`config.mk`:
```
export PLATFORM = sky130hd
export DESIGN_NAME = sdram_cmd_tracker
export DESIGN_NICKNAME = d
export VERILOG_FILES = /design/src/rtl/sdram_trk_pkg.sv /design/src/rtl/sdram_trk_decode.sv /design/src/rtl/sdram_trk_bank.sv /design/src/rtl/sdram_trk_ctrl.sv /design/src/rtl/sdram_cmd_tracker.sv
export SDC_FILE = /design/constraint.sdc
export NUM_CORES = 1
export LEC_CHECK = 0
export ABC_AREA = 1
export BUFFER_PORTS_ARGS = -buffer_cell sky130_fd_sc_hd__buf_2
export CAP_MARGIN = 40
export CORE_MARGIN = 1
export CORE_UTILIZATION = 26
export CTS_BUF_LIST = sky130_fd_sc_hd__clkbuf_4
export CTS_CLUSTER_SIZE = 30
export DETAILED_ROUTE_END_ITERATION = 8
export PLACE_DENSITY = 0.56
export SETUP_SLACK_MARGIN = 0.02
export SYNTH_ARGS = -nofsm -noshare
export SYNTH_HDL_FRONTEND = slang
export SYNTH_HIERARCHICAL = 1
export SYNTH_SLANG_ARGS = --single-unit
```
`constraint.sdc`:
```
create_clock -name clk -period 3.3 [get_ports clk]
set_clock_uncertainty 0.2 [all_clocks]
set_input_delay 0.66 -clock clk [delete_from_list [all_inputs] [get_ports clk]]
set_output_delay 0.66 -clock clk [all_outputs]
set_load 0.01 [all_outputs]
```
`src/rtl/sdram_trk_pkg.sv`:
```
package sdram_trk_pkg;

  typedef enum logic [2:0] {
    DEV_READY  = 3'd0,
    DEV_PD_PRE = 3'd1,
    DEV_PD_ACT = 3'd2,
    DEV_AREF   = 3'd3,
    DEV_SREF   = 3'd4,
    DEV_DPD    = 3'd5,
    DEV_MODE   = 3'd6
  } dev_state_e;

  typedef enum logic [2:0] {
    BK_IDLE   = 3'd0,
    BK_ACTIVE = 3'd1,
    BK_READ   = 3'd2,
    BK_WRITE  = 3'd3,
    BK_PRECH  = 3'd4
  } bank_state_e;

  typedef enum logic [3:0] {
    CMD_DESEL, CMD_NOP, CMD_ACT, CMD_READ, CMD_WRITE,
    CMD_BST, CMD_PRE, CMD_REF, CMD_MRS
  } cmd_e;

  typedef enum logic [2:0] {
    OP_NONE, OP_ACT, OP_RD, OP_WR, OP_STOP, OP_PRE
  } bank_op_e;

  // Burst length code from mode bits [2:0] to burst duration in clocks.
  function automatic logic [3:0] burst_cycles(input logic [2:0] code);
    case (code)
      3'd2:    burst_cycles = 4'd2;
      3'd3:    burst_cycles = 4'd4;
      3'd4:    burst_cycles = 4'd8;
      default: burst_cycles = 4'd1;
    endcase
  endfunction

endpackage

```
`src/rtl/sdram_trk_decode.sv`:
```
module sdram_trk_decode
  import sdram_trk_pkg::*;
(
  input  logic cs_n,
  input  logic ras_n,
  input  logic cas_n,
  input  logic we_n,
  output cmd_e cmd
);

  always_comb begin
    if (cs_n) begin
      cmd = CMD_DESEL;
    end else begin
      case ({ras_n, cas_n, we_n})
        3'b111:  cmd = CMD_NOP;
        3'b011:  cmd = CMD_ACT;
        3'b101:  cmd = CMD_READ;
        3'b100:  cmd = CMD_WRITE;
        3'b110:  cmd = CMD_BST;
        3'b010:  cmd = CMD_PRE;
        3'b001:  cmd = CMD_REF;
        default: cmd = CMD_MRS;
      endcase
    end
  end

endmodule

```
`src/rtl/sdram_trk_bank.sv`:
```
module sdram_trk_bank
  import sdram_trk_pkg::*;
#(
  parameter int ROW_W   = 13,
  parameter int PRE_CYC = 2,
  parameter int CNT_W   = 4
) (
  input  logic               clk,
  input  logic               rst,
  input  bank_op_e           op,
  input  logic [ROW_W-1:0]   row_in,
  input  logic               auto_in,
  input  logic [CNT_W-1:0]   burst_cyc,
  output bank_state_e        state_o,
  output logic [ROW_W-1:0]   row_o,
  output logic               open_o,
  output logic               auto_o
);

  localparam logic [CNT_W-1:0] PRE_LD = CNT_W'(PRE_CYC);

  bank_state_e       st_n;
  logic [CNT_W-1:0]  cnt_q, cnt_n;
  logic              auto_n;
  logic [ROW_W-1:0]  row_n;

  always_comb begin
    st_n   = state_o;
    cnt_n  = cnt_q;
    auto_n = auto_o;
    row_n  = row_o;
    case (state_o)
      BK_IDLE: begin
        if (op == OP_ACT) begin
          st_n  = BK_ACTIVE;
          row_n = row_in;
        end
      end
      BK_ACTIVE: begin
        if (op == OP_RD || op == OP_WR) begin
          st_n   = (op == OP_RD) ? BK_READ : BK_WRITE;
          cnt_n  = burst_cyc;
          auto_n = auto_in;
        end else if (op == OP_PRE) begin
          st_n  = BK_PRECH;
          cnt_n = PRE_LD;
        end
      end
      BK_READ, BK_WRITE: begin
        if (op == OP_RD || op == OP_WR) begin
          st_n   = (op == OP_RD) ? BK_READ : BK_WRITE;
          cnt_n  = burst_cyc;
          auto_n = auto_in;
        end else if (op == OP_STOP) begin
          st_n = BK_ACTIVE;
        end else if (cnt_q <= CNT_W'(1)) begin
          if (auto_o) begin
            st_n  = BK_PRECH;
            cnt_n = PRE_LD;
          end else begin
            st_n = BK_ACTIVE;
          end
        end else begin
          cnt_n = cnt_q - CNT_W'(1);
        end
      end
      BK_PRECH: begin
        if (cnt_q <= CNT_W'(1)) st_n = BK_IDLE;
        else                    cnt_n = cnt_q - CNT_W'(1);
      end
      default: st_n = BK_IDLE;
    endcase
    if (st_n != BK_READ && st_n != BK_WRITE) auto_n = 1'b0;
  end

  always_ff @(posedge clk) begin
    if (rst) begin
      state_o <= BK_IDLE;
      cnt_q   <= '0;
      auto_o  <= 1'b0;
      row_o   <= '0;
      open_o  <= 1'b0;
    end else begin
      state_o <= st_n;
      cnt_q   <= cnt_n;
      auto_o  <= auto_n;
      row_o   <= row_n;
      open_o  <= (st_n == BK_ACTIVE) || (st_n == BK_READ) || (st_n == BK_WRITE);
    end
  end

endmodule

```
`src/rtl/sdram_trk_ctrl.sv`:
```
module sdram_trk_ctrl
  import sdram_trk_pkg::*;
#(
  parameter int NB       = 4,
  parameter int BA_W     = 2,
  parameter int ROW_W    = 13,
  parameter int AP_BIT   = 10,
  parameter int MRD_CYC  = 2,
  parameter int RFC_CYC  = 4,
  parameter int CNT_W    = 4,
  parameter logic [ROW_W-1:0] STD_RST = 3
) (
  input  logic              clk,
  input  logic              rst,
  input  logic              cke,
  input  cmd_e              cmd,
  input  logic [BA_W-1:0]   ba,
  input  logic [ROW_W-1:0]  addr,
  input  bank_state_e       bank_st   [NB],
  input  logic              bank_auto [NB],
  output bank_op_e          bank_op   [NB],
  output logic              auto_req,
  output logic [CNT_W-1:0]  burst_cyc,
  output dev_state_e        dev_q,
  output logic [ROW_W-1:0]  mode_std,
  output logic [ROW_W-1:0]  mode_ext,
  output logic              cmd_err
);

  localparam int DMAX   = (MRD_CYC > RFC_CYC) ? MRD_CYC : RFC_CYC;
  localparam int DCNT_W = $clog2(DMAX + 1);

  dev_state_e        dev_n;
  logic [DCNT_W-1:0] dcnt_q, dcnt_n;
  logic              cke_q;
  logic              illegal, std_we, ext_we;
  logic              all_idle, none_busy, any_burst, any_stop;
  bank_state_e       cur;

  assign auto_req  = addr[AP_BIT];
  assign burst_cyc = CNT_W'(burst_cycles(mode_std[2:0]));
  assign cur       = bank_st[ba];

  always_comb begin
    all_idle  = 1'b1;
    none_busy = 1'b1;
    any_burst = 1'b0;
    any_stop  = 1'b0;
    for (int i = 0; i < NB; i++) begin
      if (bank_st[i] != BK_IDLE) all_idle = 1'b0;
      if (bank_st[i] != BK_IDLE && bank_st[i] != BK_ACTIVE) none_busy = 1'b0;
      if (bank_st[i] == BK_READ || bank_st[i] == BK_WRITE) any_burst = 1'b1;
      if (bank_st[i] == BK_READ && !bank_auto[i]) any_stop = 1'b1;
    end
  end

  always_comb begin
    dev_n   = dev_q;
    dcnt_n  = dcnt_q;
    illegal = 1'b0;
    std_we  = 1'b0;
    ext_we  = 1'b0;
    for (int i = 0; i < NB; i++) bank_op[i] = OP_NONE;
    case (dev_q)
      DEV_READY: begin
        if (cke_q && cke) begin
          case (cmd)
            CMD_ACT: begin
              if (cur == BK_IDLE) bank_op[ba] = OP_ACT;
              else                illegal = 1'b1;
            end
            CMD_READ, CMD_WRITE: begin
              if (cur == BK_ACTIVE ||
                  ((cur == BK_READ || cur == BK_WRITE) && !bank_auto[ba]))
                bank_op[ba] = (cmd == CMD_READ) ? OP_RD : OP_WR;
              else
                illegal = 1'b1;
            end
            CMD_BST: begin
              if (any_stop) begin
                for (int i = 0; i < NB; i++)
                  if (bank_st[i] == BK_READ && !bank_auto[i]) bank_op[i] = OP_STOP;
              end else begin
                illegal = 1'b1;
              end
            end
            CMD_PRE: begin
              if (addr[AP_BIT]) begin
                if (any_burst) illegal = 1'b1;
                else
                  for (int i = 0; i < NB; i++)
                    if (bank_st[i] == BK_ACTIVE) bank_op[i] = OP_PRE;
              end else begin
                if (cur == BK_READ || cur == BK_WRITE) illegal = 1'b1;
                else if (cur == BK_ACTIVE)             bank_op[ba] = OP_PRE;
              end
            end
            CMD_REF: begin
              if (all_idle) begin
                dev_n  = DEV_AREF;
                dcnt_n = DCNT_W'(RFC_CYC);
              end else begin
                illegal = 1'b1;
              end
            end
            CMD_MRS: begin
              if (all_idle && ba < BA_W'(2)) begin
                dev_n  = DEV_MODE;
                dcnt_n = DCNT_W'(MRD_CYC);
                std_we = (ba == BA_W'(0));
                ext_we = (ba == BA_W'(1));
              end else begin
                illegal = 1'b1;
              end
            end
            default: ;
          endcase
        end else if (cke_q && !cke) begin
          case (cmd)
            CMD_NOP, CMD_DESEL: begin
              if (all_idle)       dev_n = DEV_PD_PRE;
              else if (none_busy) dev_n = DEV_PD_ACT;
              else                illegal = 1'b1;
            end
            CMD_REF: begin
              if (all_idle) dev_n = DEV_SREF;
              else          illegal = 1'b1;
            end
            CMD_BST: begin
              if (all_idle) dev_n = DEV_DPD;
              else          illegal = 1'b1;
            end
            default: illegal = 1'b1;
          endcase
        end
      end
      DEV_AREF, DEV_MODE: begin
        if (dcnt_q <= DCNT_W'(1)) dev_n = DEV_READY;
        else                      dcnt_n = dcnt_q - DCNT_W'(1);
        if (cmd != CMD_NOP && cmd != CMD_DESEL) illegal = 1'b1;
      end
      default: begin
        if (cke) dev_n = DEV_READY;
      end
    endcase
  end

  always_ff @(posedge clk) begin
    if (rst) begin
      dev_q    <= DEV_READY;
      dcnt_q   <= '0;
      cke_q    <= 1'b1;
      mode_std <= STD_RST;
      mode_ext <= '0;
      cmd_err  <= 1'b0;
    end else begin
      dev_q   <= dev_n;
      dcnt_q  <= dcnt_n;
      cke_q   <= cke;
      cmd_err <= illegal;
      if (std_we) mode_std <= addr;
      if (ext_we) mode_ext <= addr;
    end
  end

endmodule

```
`src/rtl/sdram_cmd_tracker.sv`:
```
module sdram_cmd_tracker
  import sdram_trk_pkg::*;
#(
  parameter int NUM_BANKS = 4,
  parameter int ROW_W     = 13,
  parameter int AP_BIT    = 10,
  parameter int PRE_CYC   = 2,
  parameter int MRD_CYC   = 2,
  parameter int RFC_CYC   = 4,
  localparam int BA_W     = $clog2(NUM_BANKS),
  localparam int ST_W     = 3
) (
  input  logic                          clk,
  input  logic                          rst,
  input  logic                          cke,
  input  logic                          cs_n,
  input  logic                          ras_n,
  input  logic                          cas_n,
  input  logic                          we_n,
  input  logic [BA_W-1:0]               ba,
  input  logic [ROW_W-1:0]              addr,
  output logic [2:0]                    dev_state,
  output logic [NUM_BANKS*ST_W-1:0]     bank_state,
  output logic [NUM_BANKS-1:0]          bank_open,
  output logic [NUM_BANKS*ROW_W-1:0]    bank_row,
  output logic [ROW_W-1:0]              mode_std,
  output logic [ROW_W-1:0]              mode_ext,
  output logic                          cmd_err
);

  localparam int TMAX  = (PRE_CYC > 8) ? PRE_CYC : 8;
  localparam int CNT_W = $clog2(TMAX + 1);

  cmd_e              cmd;
  bank_state_e       bank_st   [NUM_BANKS];
  logic              bank_auto [NUM_BANKS];
  bank_op_e          bank_op   [NUM_BANKS];
  logic              auto_req;
  logic [CNT_W-1:0]  burst_cyc;
  dev_state_e        dev_q;

  sdram_trk_decode u_decode (
    .cs_n  (cs_n),
    .ras_n (ras_n),
    .cas_n (cas_n),
    .we_n  (we_n),
    .cmd   (cmd)
  );

  sdram_trk_ctrl #(
    .NB      (NUM_BANKS),
    .BA_W    (BA_W),
    .ROW_W   (ROW_W),
    .AP_BIT  (AP_BIT),
    .MRD_CYC (MRD_CYC),
    .RFC_CYC (RFC_CYC),
    .CNT_W   (CNT_W)
  ) u_ctrl (
    .clk       (clk),
    .rst       (rst),
    .cke       (cke),
    .cmd       (cmd),
    .ba        (ba),
    .addr      (addr),
    .bank_st   (bank_st),
    .bank_auto (bank_auto),
    .bank_op   (bank_op),
    .auto_req  (auto_req),
    .burst_cyc (burst_cyc),
    .dev_q     (dev_q),
    .mode_std  (mode_std),
    .mode_ext  (mode_ext),
    .cmd_err   (cmd_err)
  );

  for (genvar g = 0; g < NUM_BANKS; g++) begin : g_bank
    sdram_trk_bank #(
      .ROW_W   (ROW_W),
      .PRE_CYC (PRE_CYC),
      .CNT_W   (CNT_W)
    ) u_bank (
      .clk       (clk),
      .rst       (rst),
      .op        (bank_op[g]),
      .row_in    (addr),
      .auto_in   (auto_req),
      .burst_cyc (burst_cyc),
      .state_o   (bank_st[g]),
      .row_o     (bank_row[g*ROW_W +: ROW_W]),
      .open_o    (bank_open[g]),
      .auto_o    (bank_auto[g])
    );
    assign bank_state[g*ST_W +: ST_W] = bank_st[g];
  end

  assign dev_state = dev_q;

endmodule

```
# Yosys cells after proc, flatten, opt, wreduce, memory -nomap -nowiden

Cells that the tools add are included.

Order comparisons: 8
Equal/unequal tests: 115
Reduce and logical (&&, ||, !) cells: 91
Divide/modulo/power cells: 0
Add/subtract/negate cells: 5
Shifts and indexed selects: 0
Multiplexer cells: 160
Bitwise operators: 2
Multipliers: 0

Operators by type and width:

| cell               | number |
|---|---|
| $mux 3             | 56 |
| $mux 4             | 29 |
| $mux 12            | 8 |
| $eq 3x2->1 const B | 31 |
| $pmux 4 s3         | 5 |
| $eq 3x3->1 const B | 18 |
| $pmux 12 s4        | 1 |
| $pmux 3 s4         | 4 |
| $mux 1             | 44 |
| $eq 3x1->1 const B | 14 |
| $ne 3x2->1 const B | 14 |
| $pmux 4 s7         | 1 |
| $ne 3x1->1 const B | 9 |
| $reduce_bool 3->1  | 9 |
| $pmux 3 s2         | 4 |
| $reduce_or 2->1    | 12 |
| $ne 4x2->1 const B | 5 |
| $reduce_and 5->1   | 4 |
| $logic_and 1x1->1  | 18 |
| $logic_not 3->1    | 6 |
| $logic_or 1x1->1   | 18 |
| $eq 4x3->1 const B | 4 |
| $le 4x1->1 const B | 4 |
| $reduce_and 2->1   | 8 |
| other kinds (35)   | 55 |

Memories kept: 0
Bits in latches: 0
RAM bits: 0
Output and inout bits: 98
Word-level logic and storage cells: 407
Bits of input ports: 22
Memory bits (read-only): 0
Flip-flop bits (word level): 122

# Depth between registers and ports, before layout

Gate-level depths: netlist of the first run.

Word-level depth: 19
Gate-level depth with buffers: 20
Gate-level depth less buffers: 19

# By module

The synthesis of the first run kept the hierarchy.

Modules (own cells, without submodules):

| module           | cells an instance | area an instance (um^2) | instances | sequential area each (um^2) |
|---|---|---|---|---|
| sdram_trk_bank   | 176               | 1,161.1                 | 4         | 440.4 |
| sdram_trk_ctrl   | 345               | 2,218.4                 | 1         | 680.7 |
| sdram_trk_decode | 15                | 65.1                    | 1         | 0.0 |

# Worst setup path after synthesis of the first run

No wires, ideal clock.

Path kind: input-to-reg
Start: input cas_n
End: register g_bank[1].u_bank.cnt_q[1]
Setup time: 0.113 ns
Data arrival time: 2.819 ns
Setup slack: 0.168 ns
Cell stages on the path: 15
Required time: 2.987 ns
Path buffers: 0
Cell sequence: nor2_2 > nand2_2 > nor2_1 > inv_1 > nand3_2 > nor2_1 > o41ai_2 > nor2_1 > inv_2 > nand2_2 > or2_1 > nand3_1 > nand3_1 > nor2_1 > nor2_1

RTL lines:

| what                   | line                    | source |
|---|---|---|
| start: declaration     | sdram_cmd_tracker.sv:18 | `input logic cas_n,` |
| end signal: assignment | sdram_trk_bank.sv:85    | `cnt_q <= cnt_n;` |
| end: declaration       | sdram_trk_bank.sv:23    | `logic [CNT_W-1:0] cnt_q, cnt_n;` |

==> results of run 1 <==
## power by group through the flow
stage	Combinational [mW]	Clock [mW]	Sequential, mW
after global placement	0.441	0	1.56
after CTS	0.448	1.20	1.53
final	0.445	1.16	1.53
after global routing	0.508	1.27	1.54
after floorplan	0.288	0	1.57
after detailed placement	0.446	0	1.56
## area by class of cell
| cell class | instances | area, sq um |
|---|---|---|
| Antenna cell | 1 | 2.50 |
| Clock buffer | 20 | 150 |
| Clock inverter | 12 | 148 |
| Fill cell | 2927 | 17600 |
| Inverter | 148 | 556 |
| Multi-Input combinational cell | 767 | 3780 |
| Sequential cell | 122 | 2440 |
| Tap cell | 335 | 419 |
| Timing Repair Buffer | 173 | 1060 |
## state kept, by name (all words and copies together), names as in the netlist, 4 cells and up
signal                 flops
g_bank.u_bank/row_o       52
g_bank.u_bank/state_o     12
u_ctrl/mode_ext           13
g_bank.u_bank/open_o       4
u_ctrl/mode_std           13
g_bank.u_bank/cnt_q       16
g_bank.u_bank/auto_o       4
## critical path, cell delays in order, from the launching register on
cell     delay [ns]
dfxtp_1        0.47
nand3_1        0.16
nand2_1        0.07
nor2_2         0.19
nand3_2        0.19
nand2_1        0.12
inv_2          0.06
o22ai_4        0.19
nand3_1        0.11
a21oi_1        0.28
inv_1          0.07
nor2_1         0.11
nand4_2        0.11
inv_2          0.24
a21oi_1        0.07
nand2_1        0.07
nand2_1        0.06
nand2_1        0.06
## layer usage
layer,vias up,track usage,part of all wire
met5,-,0,0
met4,0,0.0480,0.012
met2,186,0.261,0.46
met1,3251,0.201,0.45
li1,3715,-,-
met3,14,0.0562,0.077
## placed cells by master (no fill, tap or decap), types with 10 or more instances in the layout
cell type / instances
o21ai_0: 33
a21oi_1: 90
inv_1: 113
nand2_1: 285
clkbuf_4: 20
a21oi_2: 11
ha_1: 10
buf_4: 50
inv_2: 31
nor2_2: 15
or2_1: 12
dfxtp_1: 122
buf_2: 119
nand2_2: 18
nor3_1: 15
nand3_1: 102
nor2_1: 110
nand4_1: 11
## worst paths after layout
| path | from | to | slack (ns) |
|---|---|---|---|
| max | g_bank[2].u_bank/state_o[2]$_SDFF_PP0_ | g_bank[3].u_bank/open_o$_SDFF_PP0_ | 0.41 |
| min | cke | u_ctrl/cke_q$_SDFF_PP1_ | 0.16 |
| max reg2reg | g_bank[2].u_bank/state_o[2]$_SDFF_PP0_ | g_bank[3].u_bank/open_o$_SDFF_PP0_ | 0.41 |
| min reg2reg | g_bank[0].u_bank/row_o[2]$_SDFFE_PP0P_ | g_bank[0].u_bank/row_o[2]$_SDFFE_PP0P_ | 0.27 |
## logic make-up (layout without fill, tap and decap cells)
group / Yosys count / after routing / share of synthesized area
AND/OR/NAND/NOR: 596 / 596 / 0.394
AO/OA/AOI/OAI: 152 / 152 / 0.122
other: 0 / 1 / 0
XOR/XNOR: 9 / 9 / 0.0114
buffers and inverters: 175 / 353 / 0.102
flip-flops: 122 / 122 / 0.353
adder cells (fa/ha/maj): 10 / 10 / 0.0181
## metrics by stage
stage / cell area [sq um] / utilization
6_report: 8550 / 0.327
4_1_cts: 8550 / 0.327
3_3_place_gp: 8230 / 0.315
2_1_floorplan: 6930 / -
3_5_place_dp: 8250 / 0.316
5_1_grt: 8550 / 0.327
==> flow_metrics.tcl, run 1 <==
set metrics [dict create \
    hold_viol 0 \
    outcome "finished with violations" \
    antenna_left 0 \
    relSlewSlack 0.577 \
    netlist_area_sq_um 6930 \
    p_per_area_nw_per_um2 366 \
    drc 2 \
    synthTopCellsByCount "nand2_1, dfxtp_1, inv_1" \
    cts_sinks 122 \
    tightest_slew_ns 0.632 \
    syn_nets 1096 \
    min_delay_path_depth 3 \
    power.leakage_nw 4.09 \
    timing.final.ws_setup_ns 0.413 \
    die_w_um 165 \
    synth-async-reset-ratio 0 \
    syn_area_per_cell_sq_um 6.51 \
    setup_violations 0 \
    nets 1261 \
    hold_class "in2reg" \
    first_global_vias 6762 \
    core.rowCount 59 \
    instances_no_fill 1578 \
    violations "design-rule violations" \
    area_growth_pct 23.5 \
    clock_latency_ns 0.54 \
    post-cts-setup-buffer-count 0 \
    grt_overflow 0 \
    power.internal_mw 2.21 \
    rsz0062_at_grt "no" \
    critPathLaunchType "flip-flop" \
    p_seq_frac 0.488 \
    ys_ff_latch 122 \
    cts_buffer_depth 2 \
    synth.area.top_cells "dfxtp_1, nand2_1, nand3_1" \
    drtIter0Drc 415 \
    coreArea_sq_um 26100 \
    grtUsageTotal 0.162 \
    post-place-ws_ns -0.0861 \
    power.share.clock 0.370 \
    drv_slew 0 \
    io_pins 120 \
    switchingPower_mw 0.924 \
    htree_levels 4 \
    ir_drop_uv 199 \
    ff2ff_path_depth 17 \
    vias_per_cell 4.54 \
    period_needed_ns 2.89 \
    syn_inst 1064 \
    detail_route.wl_per_cell_um 13.6 \
    yosysTopAreaCell "dfxtp_1" \
    yosysWarnings 6 \
    dp.cells 1545 \
    synth_ff_type "dfxtp_1" \
    critical_path_class "reg2reg" \
    root_buffer "clkbuf_4" \
    synth_cell_types 40 \
    cts_made_buffers 17 \
    grt_max_degree 70 \
    portBuffers 119 \
    cp.required_ns 3.57 \
    endpoint_kind "flip-flop" \
    vias 7166 \
    finalCritPeriodShare 0.875 \
    grt_pass1_wl_um 34400 \
    clkSlewWorstSetupHoldPaths_ns 0.12 \
    drv_cap 0 \
    switching_share 0.295 \
    cp_data_arrival_time_ns 3.16 \
    wirelength_um 21500 \
    fin_setup_tns_ns 0 \
    cts_resized 0 \
    die_h_um 165 \
    yosys.cell_count.top_type "nand2_1" \
    firstDrtPassIters 7 \
    gp_congestion 0.865 \
    yosysSeqAreaShare 0.353 \
    finalPower_mw 3.13 \
    drive_gt1_frac 0.244 \
    fmax_mhz 346 \
    power_frac_comb 0.142 \
    start_util 0.265 \
    synth-edff-count 0 \
    die_area_sq_um 27300 \
    fin_hold_ws_ns 0.157 \
    synth_top_area_frac 0.353 \
    hpwl_um 16300 \
    crit_fanout 14 \
    cts_tree "done" \
    antenna_found_initial 2 \
    hold_buffers 0 \
]
No activity file was read; power rests on OpenSTA's default activity.
==> run 2: changes to the inputs <==
Settings changed: MAX_ROUTING_LAYER set to met4, SYNTH_HIERARCHICAL 1 to not set.
==> run 2 against run 1 <==
Global-route usage up 0.94 points. Die area down 7.7%. Critical path depth down 4. First-iteration DRC count up 46%. Synthesized cell count down 13%. Via count down 11%. The run now ends clean. Wire length down 3.3%.
==> flow_metrics.tcl, run 2 <==
set metrics [dict create \
    finalCritPeriodShare 0.886 \
    firstDrtPassIters 5 \
    rsz0062_at_grt "no" \
    grt_overflow 0 \
    antenna_left 0 \
    drc 0 \
    coreArea_sq_um 24200 \
    vias_per_cell 4.65 \
    timing.final.ws_setup_ns 0.375 \
    grt_max_degree 37 \
    layout_common_cells "nand2_1, nor2_1, dfxtp_1, buf_2, inv_1" \
    layout_commonest_cell "nand2_1" \
    relSlewSlack 0.524 \
    fmax_mhz 342 \
    clkSlewWorstSetupHoldPaths_ns 0.14 \
    core.rowCount 57 \
    top_register "g_bank.u_bank.row_o" \
    die_area_sq_um 25200 \
    yosysSeqAreaShare 0.382 \
    die_w_um 159 \
    yosys.cell_count.top_type "nand2_1" \
    hold_viol 0 \
    yosysTopAreaCell "dfxtp_1" \
    post-cts-setup-buffer-count 0 \
    instances_no_fill 1377 \
    netlist_area_sq_um 6390 \
    period_needed_ns 2.93 \
    largest_reg_flops 52 \
    endpoint_kind "flip-flop" \
    synth_ff_type "dfxtp_1" \
    synth-edff-count 0 \
    first_global_vias 5884 \
    synth_cell_types 43 \
    dp.cells 1344 \
    fin_setup_tns_ns 0 \
    switchingPower_mw 0.947 \
    nets 1071 \
    synthTopCellsByCount "nand2_1, nor2_1, dfxtp_1" \
    drive_gt1_frac 0.202 \
    ys_ff_latch 122 \
    portBuffers 119 \
    switching_share 0.322 \
    critical_path_class "reg2reg" \
    syn_nets 953 \
    detail_route.wl_per_cell_um 15.1 \
    critPathLaunch "g_bank[0].u_bank.state_o[2]$_SDFF_PP0_" \
    clock_latency_ns 0.55 \
    grt_pass1_wl_um 32800 \
    crit_path_end "g_bank[1].u_bank.row_o[5]$_SDFFE_PP0P_" \
    fillers 2618 \
    drv_slew 0 \
    cts_tree "done" \
    io_pins 120 \
    setup_violations 0 \
    power.leakage_nw 3.63 \
    grtUsageTotal 0.171 \
    power.share.clock 0.376 \
    post-place-ws_ns 0.149 \
    cp_data_arrival_time_ns 3.15 \
    outcome "finished, final reports clean" \
    cts_resized 0 \
    htree_levels 4 \
    r2r_start "g_bank[0].u_bank.state_o[2]$_SDFF_PP0_" \
    finalPower_mw 2.94 \
    wirelength_um 20800 \
    largestRegisters "g_bank.u_bank.row_o: 52 flops, g_bank.u_bank.cnt_q: 16 flops" \
    die_h_um 159 \
    antenna_found_initial 1 \
    synth.area.top_cells "dfxtp_1, nand2_1, nor2_1" \
    hpwl_um 15500 \
    crit_fanout 25 \
    hold_class "in2reg" \
    r2r-end "g_bank[1].u_bank.row_o[5]$_SDFFE_PP0P_" \
    tightest_slew_ns 0.710 \
    ff2ff_path_depth 13 \
    cp.required_ns 3.52 \
    p_per_area_nw_per_um2 386 \
    synth-async-reset-ratio 0 \
    cts_sinks 122 \
    cts_buffer_depth 2 \
    synth_top_area_frac 0.382 \
    root_buffer "clkbuf_4" \
    gp_congestion 0.945 \
    p_seq_frac 0.514 \
    yosysWarnings 0 \
    critPathLaunchType "flip-flop" \
    hold_buffers 0 \
    syn_area_per_cell_sq_um 6.94 \
    power_frac_comb 0.110 \
    ir_drop_uv 185 \
    vias 6407 \
    start_util 0.264 \
    drv_cap 0 \
    power.internal_mw 2.00 \
    cts_made_buffers 17 \
    reg2reg_slack_ns 0.37 \
    drtIter0Drc 604 \
    syn_inst 921 \
    area_growth_pct 19.3 \
]
[run 2: cell families after synthesis]
family | count (synthesis) | share of synthesized area
xor+xnor | 9 | 0.0123
buf+inv | 153 | 0.100
flops | 122 | 0.382
compound gates | 228 | 0.205
simple gates | 399 | 0.281
fa+ha+maj | 10 | 0.0196
[run 2: power groups by stage]
| stage | combinational [mW] | sequential [mW] | clock, mW |
|---|---|---|---|
| final | 0.323 | 1.51 | 1.11 |
| after CTS | 0.322 | 1.51 | 1.14 |
| after floorplan | 0.207 | 1.55 | 0 |
| after detailed placement | 0.321 | 1.55 | 0 |
| after global placement | 0.319 | 1.55 | 0 |
| after global routing | 0.358 | 1.52 | 1.21 |
[run 2: area by class of cell]
type                            instances  area, sq um  area share
Multi-Input combinational cell        646         3310       0.434
Clock inverter                         15          153      0.0200
Antenna cell                            1         2.50    0.000328
Sequential cell                       122         2440       0.320
Tap cell                              324          405      0.0532
Clock buffer                           17          128      0.0167
Timing Repair Buffer                  134          746      0.0978
Inverter                              118          443      0.0581
[run 2: how the worst min path moves through the flow]
stage	cells past startpoint	endpoint	startpoint
6_report	2	u_ctrl.cke_q$_SDFF_PP1_	cke
5_1_grt	2	u_ctrl.cke_q$_SDFF_PP1_	cke
4_1_cts	2	u_ctrl.cke_q$_SDFF_PP1_	cke
3_5_place_dp	2	g_bank[1].u_bank.row_o[1]$_SDFFE_PP0P_	g_bank[1].u_bank.row_o[1]$_SDFFE_PP0P_
3_3_place_gp	2	g_bank[1].u_bank.row_o[1]$_SDFFE_PP0P_	g_bank[1].u_bank.row_o[1]$_SDFFE_PP0P_
2_1_floorplan	2	g_bank[1].u_bank.row_o[10]$_SDFFE_PP0P_	g_bank[1].u_bank.row_o[10]$_SDFFE_PP0P_
[run 2: stage by stage]
step	cell area, sq um	util	hold WS [ns]
finish	7630	0.315	0.146
global route	7630	0.315	0.118
CTS	7620	0.315	0.0928
detailed placement	7340	0.304	0.236
global placement	7340	0.304	0.229
floorplan	6390	-	0.268
[run 2: worst max-delay path, cell delays in order, from the launching register on]
cell and delay [ns]:
dfxtp_1 0.50, inv_1 0.12, nand2_1 0.23, nand3_1 0.11, o21ai_1 0.21, nand2_1 0.19, a21oi_1 0.16, nand2_1 0.09
nand3_1 0.12, nand2_1 0.08, inv_2 0.07, nand3_2 0.36, o21ai_0 0.33, a21oi_1 0.06
[run 2: routing by layer]
metal | GRT usage | vias up | routed length [um]
li1 | - | 3291 | -
met1 | 0.228 | 2935 | 9910
met2 | 0.260 | 166 | 9550
met3 | 0.0350 | 15 | 1070
met4 | 0.0490 | 0 | 259
met5 | - | - | 0
